--- src/rtl/serial_adc_pkg.sv ---
package serial_adc_pkg;

  typedef enum logic {
    PWR_DOWN   = 1'b0,
    PWR_ACTIVE = 1'b1
  } pwr_state_e;

  typedef struct packed {
    logic cs_fall;
    logic cs_rise;
    logic sclk_fall;
  } edge_ev_t;

endpackage

--- src/rtl/serial_adc_edges.sv ---
module serial_adc_edges
  import serial_adc_pkg::*;
(
  input  logic     clk,
  input  logic     rst_n,
  input  logic     cs_n,
  input  logic     sclk,
  output edge_ev_t ev
);

  logic cs_q;
  logic sclk_q;

  always_ff @(posedge clk or negedge rst_n) begin
    if (!rst_n) begin
      cs_q   <= 1'b0;
      sclk_q <= 1'b0;
    end else begin
      cs_q   <= cs_n;
      sclk_q <= sclk;
    end
  end

  always_comb begin
    ev.cs_fall   = cs_q & ~cs_n;
    ev.cs_rise   = ~cs_q & cs_n;
    ev.sclk_fall = sclk_q & ~sclk;
  end

endmodule

--- src/rtl/serial_adc_sar.sv ---
module serial_adc_sar #(
  parameter int DATA_W = 12
) (
  input  logic              clk,
  input  logic              rst_n,
  input  logic              start,
  input  logic              step,
  input  logic              abort,
  input  logic [DATA_W-1:0] sample_in,
  output logic [DATA_W-1:0] result,
  output logic              busy,
  output logic              sar_last
);

  logic [DATA_W-1:0] held;
  logic [DATA_W-1:0] trial_mask;

  // One bit trial: keep the candidate bit if the candidate does not exceed the target.
  function automatic logic [DATA_W-1:0] sar_trial(input logic [DATA_W-1:0] acc,
                                                  input logic [DATA_W-1:0] mask,
                                                  input logic [DATA_W-1:0] target);
    logic [DATA_W-1:0] cand;
    cand = acc | mask;
    return (cand <= target) ? cand : acc;
  endfunction

  assign busy     = |trial_mask;
  assign sar_last = step && trial_mask[0];

  always_ff @(posedge clk or negedge rst_n) begin
    if (!rst_n) begin
      held       <= '0;
      result     <= '0;
      trial_mask <= '0;
    end else if (start) begin
      held       <= sample_in;
      result     <= '0;
      trial_mask <= {1'b1, {(DATA_W-1){1'b0}}};
    end else if (abort) begin
      trial_mask <= '0;
    end else if (step && busy) begin
      result     <= sar_trial(result, trial_mask, held);
      trial_mask <= trial_mask >> 1;
    end
  end

  AST_SAR_MATCH: assert property (@(posedge clk) disable iff (!rst_n)
    sar_last |=> (result == held));

  AST_HELD_STABLE: assert property (@(posedge clk) disable iff (!rst_n)
    !start |=> $stable(held));

endmodule

--- src/rtl/serial_adc_shifter.sv ---
module serial_adc_shifter #(
  parameter int DATA_W     = 12,
  parameter int LEAD_ZEROS = 4,
  parameter int FRAME_LEN  = DATA_W + LEAD_ZEROS,
  parameter int CNT_W      = $clog2(FRAME_LEN + 1)
) (
  input  logic              clk,
  input  logic              rst_n,
  input  logic              start,
  input  logic              step,
  input  logic              finish,
  input  logic [CNT_W-1:0]  cnt,
  input  logic [DATA_W-1:0] result,
  output logic              sdata,
  output logic              sdata_oe
);

  // Value of frame position idx: leading zeros, then the result from its top bit down.
  function automatic logic frame_bit(input logic [CNT_W-1:0] idx,
                                     input logic [DATA_W-1:0] res);
    logic [DATA_W-1:0] sh;
    if (idx < CNT_W'(LEAD_ZEROS)) return 1'b0;
    sh = res >> (CNT_W'(FRAME_LEN - 1) - idx);
    return sh[0];
  endfunction

  logic [CNT_W-1:0] next_idx;
  assign next_idx = cnt + CNT_W'(1);

  always_ff @(posedge clk or negedge rst_n) begin
    if (!rst_n) begin
      sdata    <= 1'b0;
      sdata_oe <= 1'b0;
    end else if (start) begin
      sdata    <= frame_bit('0, result);
      sdata_oe <= 1'b1;
    end else if (finish) begin
      sdata    <= 1'b0;
      sdata_oe <= 1'b0;
    end else if (step) begin
      sdata    <= frame_bit(next_idx, result);
    end
  end

  AST_LEAD_ZERO: assert property (@(posedge clk) disable iff (!rst_n)
    (sdata_oe && cnt < CNT_W'(LEAD_ZEROS)) |-> !sdata);

  AST_SDATA_HOLD: assert property (@(posedge clk) disable iff (!rst_n)
    (!start && !step && !finish) |=> ($stable(sdata) && $stable(sdata_oe)));

endmodule

--- src/rtl/serial_adc_ctrl.sv ---
module serial_adc_ctrl
  import serial_adc_pkg::*;
#(
  parameter int DATA_W     = 12,
  parameter int LEAD_ZEROS = 4
) (
  input  logic              clk,
  input  logic              rst_n,
  input  logic              cs_n,
  input  logic              sclk,
  input  logic [DATA_W-1:0] sample_in,
  output logic              sdata,
  output logic              sdata_oe,
  output logic              pwr_active,
  output logic              conv_busy
);

  localparam int FRAME_LEN = DATA_W + LEAD_ZEROS;
  localparam int CNT_W     = $clog2(FRAME_LEN + 1);

  edge_ev_t          ev;
  pwr_state_e        pwr;
  logic [CNT_W-1:0]  cnt;
  logic [DATA_W-1:0] result;
  logic              active;
  logic              start;
  logic              step;
  logic              abort;
  logic              last;
  logic              finish;
  logic              sar_last;

  serial_adc_edges u_edges (
    .clk   (clk),
    .rst_n (rst_n),
    .cs_n  (cs_n),
    .sclk  (sclk),
    .ev    (ev)
  );

  // Named frame events shared by the sub-blocks and the assertions.
  assign active = (pwr == PWR_ACTIVE);
  assign start  = ev.cs_fall;
  assign abort  = active && ev.cs_rise;
  assign step   = active && ev.sclk_fall && !ev.cs_rise && !ev.cs_fall;
  assign last   = step && (cnt == CNT_W'(FRAME_LEN - 1));
  assign finish = abort || last;

  always_ff @(posedge clk or negedge rst_n) begin
    if (!rst_n) begin
      pwr <= PWR_DOWN;
      cnt <= '0;
    end else if (start) begin
      pwr <= PWR_ACTIVE;
      cnt <= '0;
    end else if (finish) begin
      pwr <= PWR_DOWN;
      cnt <= '0;
    end else if (step) begin
      cnt <= cnt + CNT_W'(1);
    end
  end

  serial_adc_sar #(
    .DATA_W (DATA_W)
  ) u_sar (
    .clk       (clk),
    .rst_n     (rst_n),
    .start     (start),
    .step      (step),
    .abort     (abort),
    .sample_in (sample_in),
    .result    (result),
    .busy      (conv_busy),
    .sar_last  (sar_last)
  );

  serial_adc_shifter #(
    .DATA_W     (DATA_W),
    .LEAD_ZEROS (LEAD_ZEROS)
  ) u_shift (
    .clk      (clk),
    .rst_n    (rst_n),
    .start    (start),
    .step     (step),
    .finish   (finish),
    .cnt      (cnt),
    .result   (result),
    .sdata    (sdata),
    .sdata_oe (sdata_oe)
  );

  assign pwr_active = active;

  AST_START_ACTIVE: assert property (@(posedge clk) disable iff (!rst_n)
    start |=> (pwr_active && sdata_oe));

  AST_DONE_DOWN: assert property (@(posedge clk) disable iff (!rst_n)
    last |=> (!pwr_active && !sdata_oe));

  AST_ABORT_RELEASE: assert property (@(posedge clk) disable iff (!rst_n)
    (cs_n && active) |=> (!sdata_oe && !pwr_active && !conv_busy));

  AST_IDLE_QUIET: assert property (@(posedge clk) disable iff (!rst_n)
    (!active && !ev.cs_fall) |=> (!pwr_active && !sdata_oe));

  AST_BUSY_IN_FRAME: assert property (@(posedge clk) disable iff (!rst_n)
    conv_busy |-> active);

  AST_SAR_BEFORE_END: assert property (@(posedge clk) disable iff (!rst_n)
    last |-> !conv_busy);

endmodule

--- config.mk ---
export PLATFORM = sky130hd
export DESIGN_NAME = serial_adc_ctrl
export DESIGN_NICKNAME = d
export VERILOG_FILES = /design/src/rtl/serial_adc_pkg.sv /design/src/rtl/serial_adc_edges.sv /design/src/rtl/serial_adc_sar.sv /design/src/rtl/serial_adc_shifter.sv /design/src/rtl/serial_adc_ctrl.sv
export SDC_FILE = /design/constraint.sdc
export NUM_CORES = 1
export LEC_CHECK = 0
export BUFFER_PORTS_ARGS = -buffer_cell sky130_fd_sc_hd__buf_2
export CORE_UTILIZATION = 26
export DETAILED_ROUTE_END_ITERATION = 16
export PLACE_DENSITY_LB_ADDON = 0.25
export SLEW_MARGIN = 20
export SYNTH_ARGS = -nofsm -noshare
export SYNTH_HDL_FRONTEND = slang
export SYNTH_SLANG_ARGS = --single-unit
--- constraint.sdc ---
create_clock -name clk -period 2 [get_ports clk]
set_clock_uncertainty 0.05 [all_clocks]
set_input_delay 0.1 -clock clk [delete_from_list [all_inputs] [get_ports clk]]
set_output_delay 0.1 -clock clk [all_outputs]
set_load 0.01 [all_outputs]
==> impl_metrics.tcl <==
set metrics [dict create \
    status "finished with violations" \
    violations "negative setup slack" \
    syn_area_um2 2290 \
    cts_buffers 5 \
    wl_um 5500 \
    drtIter0Drc 80 \
    die_height_um 95.8 \
    place_inst 392 \
    cp.required_ps 2140 \
    grt.total_usage_pct 13.3 \
    yosys.cell_types.count 36 \
    dieArea_um2 9170 \
    mostFrequentLayoutCells "nand2_1, dfrtp_1, buf_4" \
    vias_per_cell 4.53 \
    netlist.area_leader.share_pct 49.3 \
    cts_root_buf "clkbuf_8" \
    rows 33 \
    drive_above_1_share_pct 33.3 \
    grt_pass1_wl_um 9100 \
    place_area_um2 2780 \
    start_util_pct 27.3 \
    synth-edff-count 0 \
    tightest_slew_ps 517 \
    cp.arrival_ps 2140 \
    finalNonFillerCells 423 \
    fill_cells 846 \
    vias 1916 \
    clock-sinks 45 \
    synth.avg_cell_area_um2 9.33 \
    cap_viol_max_count 0 \
    drc 0 \
    synthArstFlopShare_pct 100 \
    syn-num-nets 275 \
    clkTransAtPathRegs_ps 100 \
    end_kind "flip-flop" \
    antenna_left 0 \
    postLayoutCellArea_um2 3260 \
    yosys_register_bits 45 \
    fin_crit_sh_pct 100 \
    cts_tree "done" \
    gp_congestion 0.783 \
    area_growth_pct 42.7 \
    finalCriticalPeriod_ps 2000 \
    fmax_mhz 499 \
    drt-wirelength-per-cell_um 13.0 \
    yosysSeqAreaShare_pct 49.3 \
    p_per_area_nw_per_um2 609 \
    core_area_um2 8380 \
    layout.nets 347 \
    holdWs_ps 238 \
    hpwlAfterDp_um 3780 \
    ios 20 \
    multi_input_area_um2 1260 \
    h-tree-depth 2 \
    clockBufferDepth 2 \
    die_w_um 95.8 \
    seqCellArea_um2 1130 \
    cp-start-kind "flip-flop" \
    critPathKind "flip-flop to flip-flop" \
    drv_slew 0 \
    firstDrtPassIters 4 \
    hold_path.class "input port to asynchronous set/reset pin" \
    grt_max_degree 27 \
    fin_util_pct 38.9 \
    diodes 0 \
    yosys_warnings 0 \
    total_power_mw 1.99 \
    setup_viol 2 \
    layout_commonest_cell "nand2_1" \
    hold_viol 0 \
    p_leak_nw 1.49 \
    irDropWorstVdd_v 0.000256 \
    antenna_found_initial 0 \
    rsz0062_at_grt "yes" \
    cp_max_fo 6 \
    grt_pass1_vias 1892 \
    layout_setup_ws_ps -3.08 \
    synth_ff_type "dfrtp_1" \
    synthCells 245 \
    gr-total-overflow 0 \
    yosysTopAreaCell "dfrtp_1" \
    clock_latency_ps 310 \
    netlist_top_cells_area "dfrtp_1, nand2_1, ha_1, a21oi_1, o21ai_0" \
    io_buffer_count 19 \
    relSlewSlack_pct 65.5 \
]
[stage by stage]
| step | worst slack, ps | TNS [ps] |
|---|---|---|
| final | -3.08 | -3.93 |
| after global routing | -79.9 | -599 |
| after CTS | 4.86 | 0 |
| after detailed placement | -90.2 | -880 |
| after global placement | -92.5 | -895 |
| after floorplan | 11.0 | 0 |
[what timing repair did]
action,4_1_cts,5_1_grt
pin swaps,4,7
hold buffers,15,0
endpoints found under the hold margin,33,0
resized for setup,21,10
setup endpoints to repair,12,13
buffers inserted,6,1
gates cloned,1,0
[flip-flops by register name (all words and copies together), names as in the netlist]
signal	flops
u_edges.cs_q	1
u_sar.held	12
u_sar.result	12
u_shift.sdata	1
u_shift.sdata_oe	1
cnt	5
u_edges.sclk_q	1
u_sar.trial_mask	12
[area by class of cell]
type | count | area share (%)
Clock buffer | 6 | 2.53
Clock inverter | 2 | 0.422
Inverter | 14 | 1.61
Multi-Input combinational cell | 175 | 38.7
Sequential cell | 45 | 34.5
Tap cell | 105 | 4.03
Timing Repair Buffer | 76 | 18.2
[synth_stat cells, drive strengths merged, types with 2 or more instances]
master / n
a21oi: 22
a31oi: 2
buf: 3
clkbuf: 8
dfrtp: 45
ha: 14
inv: 14
mux4: 3
nand2: 57
nand2b: 2
nand3: 4
nand4: 3
nor2: 4
nor2b: 3
nor3: 3
nor4: 4
o21ai: 27
or2: 11
or4: 2
xnor2: 2
[critical path: stages, from the launching register on]
cell and delay, ps:
dfrtp_1 390, or2_4 260, ha_4 270, nor2b_4 120, o211ai_1 80, a211o_1 300
a31oi_4 190, buf_6 160, o21ai_1 70
[power breakdown]
part           total, mW  internal (mW)  switching (mW)
sequential         0.972          0.953          0.0196
combinational      0.393          0.185           0.208
clock              0.620          0.281           0.339
total               1.99           1.42           0.567
[layer usage]
| metal | vias to the layer above | wire (µm) | track usage, % |
|---|---|---|---|
| li1 | 982 | - | - |
| met1 | 893 | 2880 | 18.1 |
| met2 | 34 | 2390 | 21.3 |
| met3 | 7 | 163 | 2.84 |
| met4 | 0 | 67 | 4.10 |
| met5 | - | 0 | 0 |
[worst paths after layout]
| kind | startpoint | slack, ps | cells past startpoint | to |
|---|---|---|---|---|
| worst max-delay path | u_sar.result[1] | -3 | 8 | u_sar.result[11] |
| worst min-delay path | rst_n | 240 | 2 | u_sar.trial_mask[1] |
| worst max register to register | u_sar.result[1] | -3 | 8 | u_sar.result[11] |
| worst min register to register | u_sar.held[0] | 450 | 2 | u_sar.held[0] |
| max in group asynchronous | rst_n | 1140 | 3 | u_sar.result[7] |
| min in group clk | cs_n | 420 | 2 | u_edges.cs_q |
[kinds of logic (layout without fill, tap and decap cells)]
family / after synthesis / after routing / share of synthesized area, %
AO/OA/AOI/OAI: 56 / 56 / 13.0
XOR/XNOR: 2 / 2 / 0.766
adder cells (fa/ha/maj): 15 / 15 / 8.10
buffers and inverters: 25 / 98 / 4.93
flip-flops: 45 / 45 / 49.3
multiplexers: 4 / 4 / 3.39
AND/OR/NAND/NOR: 98 / 98 / 20.5
Note: power is estimated with default switching activity, not from simulation.
